$ cat src/rtl/adb_pkg.sv
package adb_pkg;

    localparam int ADB_TW = 5;   // default arrival-time width
    localparam int ADB_KW = 6;   // default out-bit count width

    typedef enum logic {
        VERDICT_INFEASIBLE = 1'b0,
        VERDICT_FEASIBLE   = 1'b1
    } verdict_e;

    // capacity of delay 2^tw-1 stays below 2^(2^tw), so this many bits suffice
    function automatic int cap_bits(input int tw);
        return 2 ** tw;
    endfunction

endpackage

$ cat src/rtl/adb_cap_table.sv
module adb_cap_table #(
    parameter int TW = adb_pkg::ADB_TW,
    parameter int CW = adb_pkg::cap_bits(TW)
) (
    input  logic [TW-1:0] sel_a,
    input  logic [TW-1:0] sel_b,
    output logic [CW-1:0] cap_a,
    output logic [CW-1:0] cap_b
);
    localparam int NT = 2 ** TW;

    logic [CW-1:0] cap [NT];

    // capacity chain built stage by stage from the two previous stages
    for (genvar d = 0; d < NT; d++) begin : g_stage
        if (d < 2) begin : g_seed
            assign cap[d] = CW'(1);
        end else begin : g_step
            assign cap[d] = cap[d-1] + {cap[d-2][CW-2:0], 1'b0};
        end
    end

    assign cap_a = cap[sel_a];
    assign cap_b = cap[sel_b];
endmodule

$ cat src/rtl/adb_weight_acc.sv
module adb_weight_acc #(
    parameter int TW = adb_pkg::ADB_TW,
    parameter int CW = adb_pkg::cap_bits(TW),
    parameter int AW = CW + adb_pkg::ADB_KW + 1
) (
    input  logic          clk,
    input  logic          rst,
    input  logic          clr,
    input  logic          add_en,
    input  logic [CW-1:0] add_val,
    input  logic [TW-1:0] t_in,
    input  logic [TW-1:0] t_lim,
    output logic [AW-1:0] weight_q,
    output logic          late_q,
    output logic [AW-1:0] weight_nx,
    output logic          late_nx
);
    logic [AW:0] sum_ext;

    assign sum_ext = {1'b0, weight_q} + (AW+1)'(add_val);

    always_comb begin
        weight_nx = weight_q;
        late_nx   = late_q;
        if (clr) begin
            weight_nx = '0;
            late_nx   = 1'b0;
        end else if (add_en) begin
            weight_nx = sum_ext[AW] ? {AW{1'b1}} : sum_ext[AW-1:0];
            if (t_in > t_lim) late_nx = 1'b1;
        end
    end

    always_ff @(posedge clk) begin
        if (rst) begin
            weight_q <= '0;
            late_q   <= 1'b0;
        end else begin
            weight_q <= weight_nx;
            late_q   <= late_nx;
        end
    end
endmodule

$ cat src/rtl/adb_verdict.sv
module adb_verdict #(
    parameter int CW = adb_pkg::cap_bits(adb_pkg::ADB_TW),
    parameter int KW = adb_pkg::ADB_KW,
    parameter int AW = CW + KW + 1
) (
    input  logic          clk,
    input  logic          rst,
    input  logic          fire,
    input  logic [AW-1:0] weight_nx,
    input  logic          late_nx,
    input  logic [CW-1:0] cap_tgt,
    input  logic [KW-1:0] k_q,
    output logic [CW+KW-1:0] limit,
    output logic          done_q,
    output logic          ok_q
);
    import adb_pkg::*;
    localparam int LW = CW + KW;

    verdict_e feas_d, feas_q;

    assign limit  = LW'(cap_tgt) * LW'(k_q);
    assign feas_d = (!late_nx && (weight_nx <= AW'(limit))) ? VERDICT_FEASIBLE
                                                             : VERDICT_INFEASIBLE;

    always_ff @(posedge clk) begin
        if (rst) begin
            done_q <= 1'b0;
            feas_q <= VERDICT_INFEASIBLE;
        end else begin
            done_q <= fire;
            if (fire) feas_q <= feas_d;
        end
    end

    assign ok_q = (feas_q == VERDICT_FEASIBLE);
endmodule

$ cat src/rtl/adder_delay_bound.sv
module adder_delay_bound #(
    parameter int TW = adb_pkg::ADB_TW,
    parameter int KW = adb_pkg::ADB_KW
) (
    input  logic          clk,
    input  logic          rst,
    input  logic          start,
    input  logic [TW-1:0] tgt_delay,
    input  logic [KW-1:0] out_bits,
    input  logic          in_valid,
    input  logic [TW-1:0] in_time,
    input  logic          in_last,
    output logic          verdict_done,
    output logic          verdict_ok
);
    localparam int CW = adb_pkg::cap_bits(TW);
    localparam int AW = CW + KW + 1;

    typedef struct packed {
        logic          active;
        logic [TW-1:0] t;
        logic [KW-1:0] k;
    } session_t;

    session_t sess;
    logic accept, fire;
    logic [CW-1:0] cap_tgt, cap_in;
    logic [AW-1:0] weight, weight_nx;
    logic late, late_nx;
    logic [CW+KW-1:0] limit;

    assign accept = in_valid && sess.active && !start;
    assign fire   = accept && in_last;

    always_ff @(posedge clk) begin
        if (rst) begin
            sess <= '0;
        end else if (start) begin
            sess.active <= 1'b1;
            sess.t      <= tgt_delay;
            sess.k      <= out_bits;
        end else if (fire) begin
            sess.active <= 1'b0;
        end
    end

    adb_cap_table #(.TW(TW), .CW(CW)) u_tab (
        .sel_a(sess.t),
        .sel_b(in_time),
        .cap_a(cap_tgt),
        .cap_b(cap_in)
    );

    adb_weight_acc #(.TW(TW), .CW(CW), .AW(AW)) u_acc (
        .clk(clk), .rst(rst),
        .clr(start), .add_en(accept), .add_val(cap_in),
        .t_in(in_time), .t_lim(sess.t),
        .weight_q(weight), .late_q(late),
        .weight_nx(weight_nx), .late_nx(late_nx)
    );

    adb_verdict #(.CW(CW), .KW(KW), .AW(AW)) u_ver (
        .clk(clk), .rst(rst), .fire(fire),
        .weight_nx(weight_nx), .late_nx(late_nx),
        .cap_tgt(cap_tgt), .k_q(sess.k),
        .limit(limit), .done_q(verdict_done), .ok_q(verdict_ok)
    );
endmodule

$ cat config.mk
export PLATFORM = sky130hd
export DESIGN_NAME = adder_delay_bound
export DESIGN_NICKNAME = d
export VERILOG_FILES = /design/src/rtl/adb_pkg.sv /design/src/rtl/adb_cap_table.sv /design/src/rtl/adb_weight_acc.sv /design/src/rtl/adb_verdict.sv /design/src/rtl/adder_delay_bound.sv
export SDC_FILE = /design/constraint.sdc
export NUM_CORES = 1
export LEC_CHECK = 0
export ABC_AREA = 1
export BUFFER_PORTS_ARGS = -buffer_cell sky130_fd_sc_hd__buf_2
export CAP_MARGIN = 0
export CORE_UTILIZATION = 61
export DETAILED_ROUTE_END_ITERATION = 12
export PLACE_DENSITY = 0.78
export SETUP_SLACK_MARGIN = 0.5
export SLEW_MARGIN = 0
export SYNTH_ARGS = -nofsm -noshare
export SYNTH_HDL_FRONTEND = slang
export SYNTH_HIERARCHICAL = 1
export SYNTH_SLANG_ARGS = --single-unit
$ cat constraint.sdc
create_clock -name clk -period 11.9 [get_ports clk]
set_input_delay 1.785 -clock clk [delete_from_list [all_inputs] [get_ports clk]]
set_output_delay 1.785 -clock clk [all_outputs]
set_load 0.01 [all_outputs]
Yosys cells after proc, flatten, opt, wreduce, memory -nomap -nowiden. Memories as Yosys holds them, arrays and structs flattened. Cells that the tools add are included.

Bits in registers: 54. Memory bits (read-only): 2048. Output and inout port bits: 2. Word-level logic and storage cells: 37. Memories: 2.

Memories: (name not given) (words 32, bits a word 32, read ports 1, clocked after memory_dff 0, wr ports 0, line adb_cap_table.sv:24) `assign cap_b = cap[sel_b];`; (name not given) (words 32, bits a word 32, read ports 1, clocked after memory_dff 0, wr ports 0, line adb_cap_table.sv:23) `assign cap_a = cap[sel_a];`.

Add/subtract/negate cells: 1. Multipliers: 1. Magnitude comparators: 4. Muxes and demuxes: 13. Bitwise logic cells: 2. Reductions and logical operators: 7.

Operator list (count): two-way mux 32 bit (4); two-way mux 39 bit (3); adder 39 x 32 -> 40 bit (1); less-or-equal comparator 39 x 38 -> 1 bit (1); multiplier 32 x 6 -> 38 bit (1); greater-or-equal comparator 6 bit, second input constant (2); NOT 5 -> 6 bit (2); two-way mux 1 bit (6); greater-than comparator 5 bit (1); logical AND 1 bit (4); zero test 1 bit (2); nonzero test 2 bit (1).

Longest topological paths before layout.
Depth after elaboration: 11. Mapped depth: 36. Gate-level depth less buffers: 35.

Modules after synthesis. The synthesis kept the hierarchy.

By module, submodules not included: adb_verdict (times used 1, cells each 1227, area each 7837.5 µm²); adb_weight_acc (times used 1, cells each 820, area each 4722.0 µm²); adb_cap_table (times used 1, cells each 119, area each 543.0 µm²); adder_delay_bound (times used 1, cells each 57, area each 475.5 µm²).

Least setup slack after synthesis. Ideal clock, no wire load.

Path kind: register to register. Start point: register sess[10] (netlist name). End point: register u_ver.feas_q (netlist: u_ver/ok_q). Setup time: 0.117 ns. Arrival: 4.929 ns. Required time: 11.783 ns. Slack: 6.854 ns. Cell stages (with the launch flop): 34. Path buffers: 0. Cells stage by stage: dfxtp_1 -> inv_2 -> nor2_1 -> nor2_1 -> nor2_1 -> nand2_1 -> inv_1 -> fa_1 -> fa_1 -> inv_1 -> fa_1 -> inv_1 -> ha_1 -> a21o_1 -> a21oi_1 -> o21ai_2 -> nand2_1 -> nand2_2 -> nand2_1 -> nand2_1 -> nand2_1 -> nand2_1 -> ha_1 -> nand2_1 -> nor2_1 -> nand2_1 -> nor2_1 -> nand2_1 -> nand3_1 -> nand2_1 -> nand2_1 -> nand2_1 -> nand2_1 -> a21oi_1.

Longest elaborated chain between the ends: 8. Elaborated cells on any way between the ends: 13. Classes of those cells: mul (1); order compare (2); mux (6); bitwise (1); reduce/logical (2); memory (1).

Ends and longest elaborated chain: start: declaration (line adder_delay_bound.sv:25) `session_t sess;`; NOT 5 -> 6 bit (not written as such) (line adb_cap_table.sv:23); memory (32 x 32 bit); two-way mux 32 bit (not written as such) (2 in a row) (line adb_cap_table.sv:23); via cap_tgt[15] (line adder_delay_bound.sv:27) `logic [CW-1:0] cap_tgt, cap_in;`; multiplier 32 x 6 -> 38 bit (line adb_verdict.sv:22) `assign limit = LW'(cap_tgt) * LW'(k_q);`; less-or-equal comparator 39 x 38 -> 1 bit (line adb_verdict.sv:23) `assign feas_d = (!late_nx && (weight_nx <= AW'(limit))) ? VERDICT_FEASIBLE`; logical AND 1 bit (line adb_verdict.sv:23); two-way mux 1 bit (line adb_verdict.sv:23); end signal: assignment (line adb_verdict.sv:32) `if (fire) feas_q <= feas_d;`; end: declaration (line adb_verdict.sv:20) `verdict_e feas_d, feas_q;`.

The timed path passes the listed nets, and every way through them passes these cells. The select of a mux whose other input is x is not followed. A chain may end at the register's enable or synchronous reset.

Worst setup path in the final report. Ends and elaborated chain as after synthesis.

==> results.sh <==
export IMPL_grt_first_pass_wirelength_mm=59.6
export IMPL_synth_cells=2183
export IMPL_drtPass1Iterations=7
export IMPL_vdd_drop_max_uv=52.0
export IMPL_via_count=12805
export IMPL_cts_reportedPaths_clkPinSlew_ns=0.09
export IMPL_rsz0062_at_grt="no"
export IMPL_ios=23
export IMPL_post_cts_buffers=0
export IMPL_synth_warnings=6
export IMPL_cp_num_buf_inv=5
export IMPL_setup_tns_ns=0
export IMPL_p_switching_uw=221
export IMPL_synth_area_sq_um=13400
export IMPL_max_slew_margin_rel_pct=35.2
export IMPL_worst_path_most_repeated_cell="nand2_1"
export IMPL_wl_per_cell_um=14.3
export IMPL_clock_power_share_pct=30.8
export IMPL_crit_arrival_ns=6.41
export IMPL_rr_worst_depth=32
export IMPL_critPathMaxStageDelay_ns=0.55
export IMPL_drtIter0Drc=896
export IMPL_hold_violations=0
export IMPL_hold_buffers=0
export IMPL_fin_area_sq_um=13900
export IMPL_n_fill_cell=2087
export IMPL_start_util_pct=62.9
export IMPL_num_rows=53
export IMPL_antenna_found_initial=0
export IMPL_grt_pass1_vias=12745
export IMPL_final_setup_worst_slack_ns=5.68
export IMPL_total_power_uw=573
export IMPL_fin_nets=2444
export IMPL_num_antenna_cells=0
export IMPL_critPathSlowestCell="fa_1"
export IMPL_outcome="complete, no violations"
export IMPL_via_per_inst=5.21
export IMPL_start_kind="flop"
export IMPL_worst_hold_path_type="reg -> reg"
export IMPL_crit_family="simple AND/OR/NAND/NOR gates"
export IMPL_min_period_ns=6.22
export IMPL_area_delta_synth_final_pct=3.45
export IMPL_dpl_hpwl_mm=29.6
export IMPL_p_sw_share_pct=38.5
export IMPL_overflow=0
export IMPL_numCtsBuffers=5
export IMPL_crit_cells=32
export IMPL_track_usage_pct=33.3
export IMPL_wl_mm=35.2
export IMPL_clock_path_buffers=2
export IMPL_finalClockSkew_ns=0.0198
export IMPL_cts_root_buf="clkbuf_16"
export IMPL_p_leak_nw=8.62
export IMPL_ctsResizeCount=0
export IMPL_drv_cap=0
export IMPL_avgSynthCellArea_sq_um=6.14
export IMPL_path_max_fanout=11
export IMPL_fp_coreArea_sq_um=21300
export IMPL_fin_util_pct=65.1
export IMPL_slew_violations=0
export IMPL_fmax_ghz=0.161
export IMPL_die_area_sq_um=22600
export IMPL_globalplace_congestion=1.07
export IMPL_p_per_area_nw_per_um2=41.4
export IMPL_numPortBuffers=22
export IMPL_fin_crit_sh_pct=52.3
export IMPL_power_frac_seq_pct=33.0
export IMPL_numClockSinks=54
export IMPL_cts_tree="built"
export IMPL_h_tree_depth=2
export IMPL_whs_path_depth=2
export IMPL_drc=0
export IMPL_p_int_uw=352
export IMPL_grt_max_degree=55
export IMPL_drive_above_1_share_pct=7.06
export IMPL_worst_pin_slew_ns=0.965
export IMPL_ant_nets=0
export IMPL_die_w_um=150
export IMPL_cp_data_required_time_ns=12.09
export IMPL_worst_setup_path_end_kind="flop"
export IMPL_post_dp_cell_area_sq_um=13700
export IMPL_timing_hold_ws_ns=0.480
export IMPL_dpl_cell_count=2448
export IMPL_fp_dieH_um=150
export IMPL_pre_cts_slack_ns=5.81
export IMPL_clock_latency_ns=0.31
export IMPL_setup_violations_final=0
export IMPL_comb_power_share_pct=36.2
export IMPL_finalNonFillerCells=2456
export IMPL_critPathKind="reg -> reg"
==> cell type report <==
cell class	instances	area (sq um)	share of cell area, %
Clock buffer	5	125	0.903
Clock inverter	3	47.5	0.343
Inverter	548	2060	14.8
Multi-Input combinational cell	1540	10000	72.4
Sequential cell	54	1080	7.80
Tap cell	275	344	2.48
Timing Repair Buffer	31	178	1.28
==> path summary, 6_finish.rpt <==
path,end,startpoint,slack (ns)
min,u_acc/late_q,u_acc/late_q,0.48
min reg2reg,u_acc/late_q,u_acc/late_q,0.48
max,u_ver/ok_q,sess[10],5.68
max reg2reg,u_ver/ok_q,sess[10],5.68
==> cell usage in the layout, fill, tap and decap left out, drive strengths merged, types with 4 or more instances in the layout <==
cell,instances
nand4,11
o21a,9
nor3,42
xnor2,15
fa,122
nor4,6
xor2,30
a21oi,111
conb,4
ha,121
o21ai,71
o21bai,8
nand3,75
a21o,7
dfxtp,54
nor2,225
nand2,662
buf,31
clkbuf,5
inv,547
==> sequential cells by signal (all words and copies together), names as in the netlist <==
| name | cells |
|---|---|
| u_acc/late_q | 1 |
| u_acc/weight_q | 39 |
| sess | 12 |
| u_ver/ok_q | 1 |
| u_ver/done_q | 1 |
==> routing by layer <==
metal | routed length [um] | track usage [%] | share of wire, % | vias up
met2 | 16500 | 57.2 | 47 | 372
met3 | 1770 | 3.55 | 5.0 | 72
met4 | 1340 | 13.9 | 3.8 | 0
met5 | 0 | 0 | 0 | -
li1 | - | - | - | 6489
met1 | 15700 | 42.3 | 44 | 5872
==> worst reg2reg max path: cells and delay by family, from the launching register on <==
kind | cells | cell delay (ns)
and+or+nand+nor | 18 | 2.22
AOI/OAI and AO/OA | 4 | 0.78
adders and majority gates | 5 | 2.19
DFF | 1 | 0.51
buffers and inverters | 5 | 0.41
==> power groups by stage <==
stage               sequential (mW)  clock (mW)  combinational, mW
finish                        0.189       0.176              0.208
global placement              0.193           0              0.201
detailed placement            0.193           0              0.204
floorplan                     0.193           0              0.154
global route                  0.190       0.186              0.236
CTS                           0.189       0.179              0.206
No activity file was read; power rests on OpenSTA's default activity.
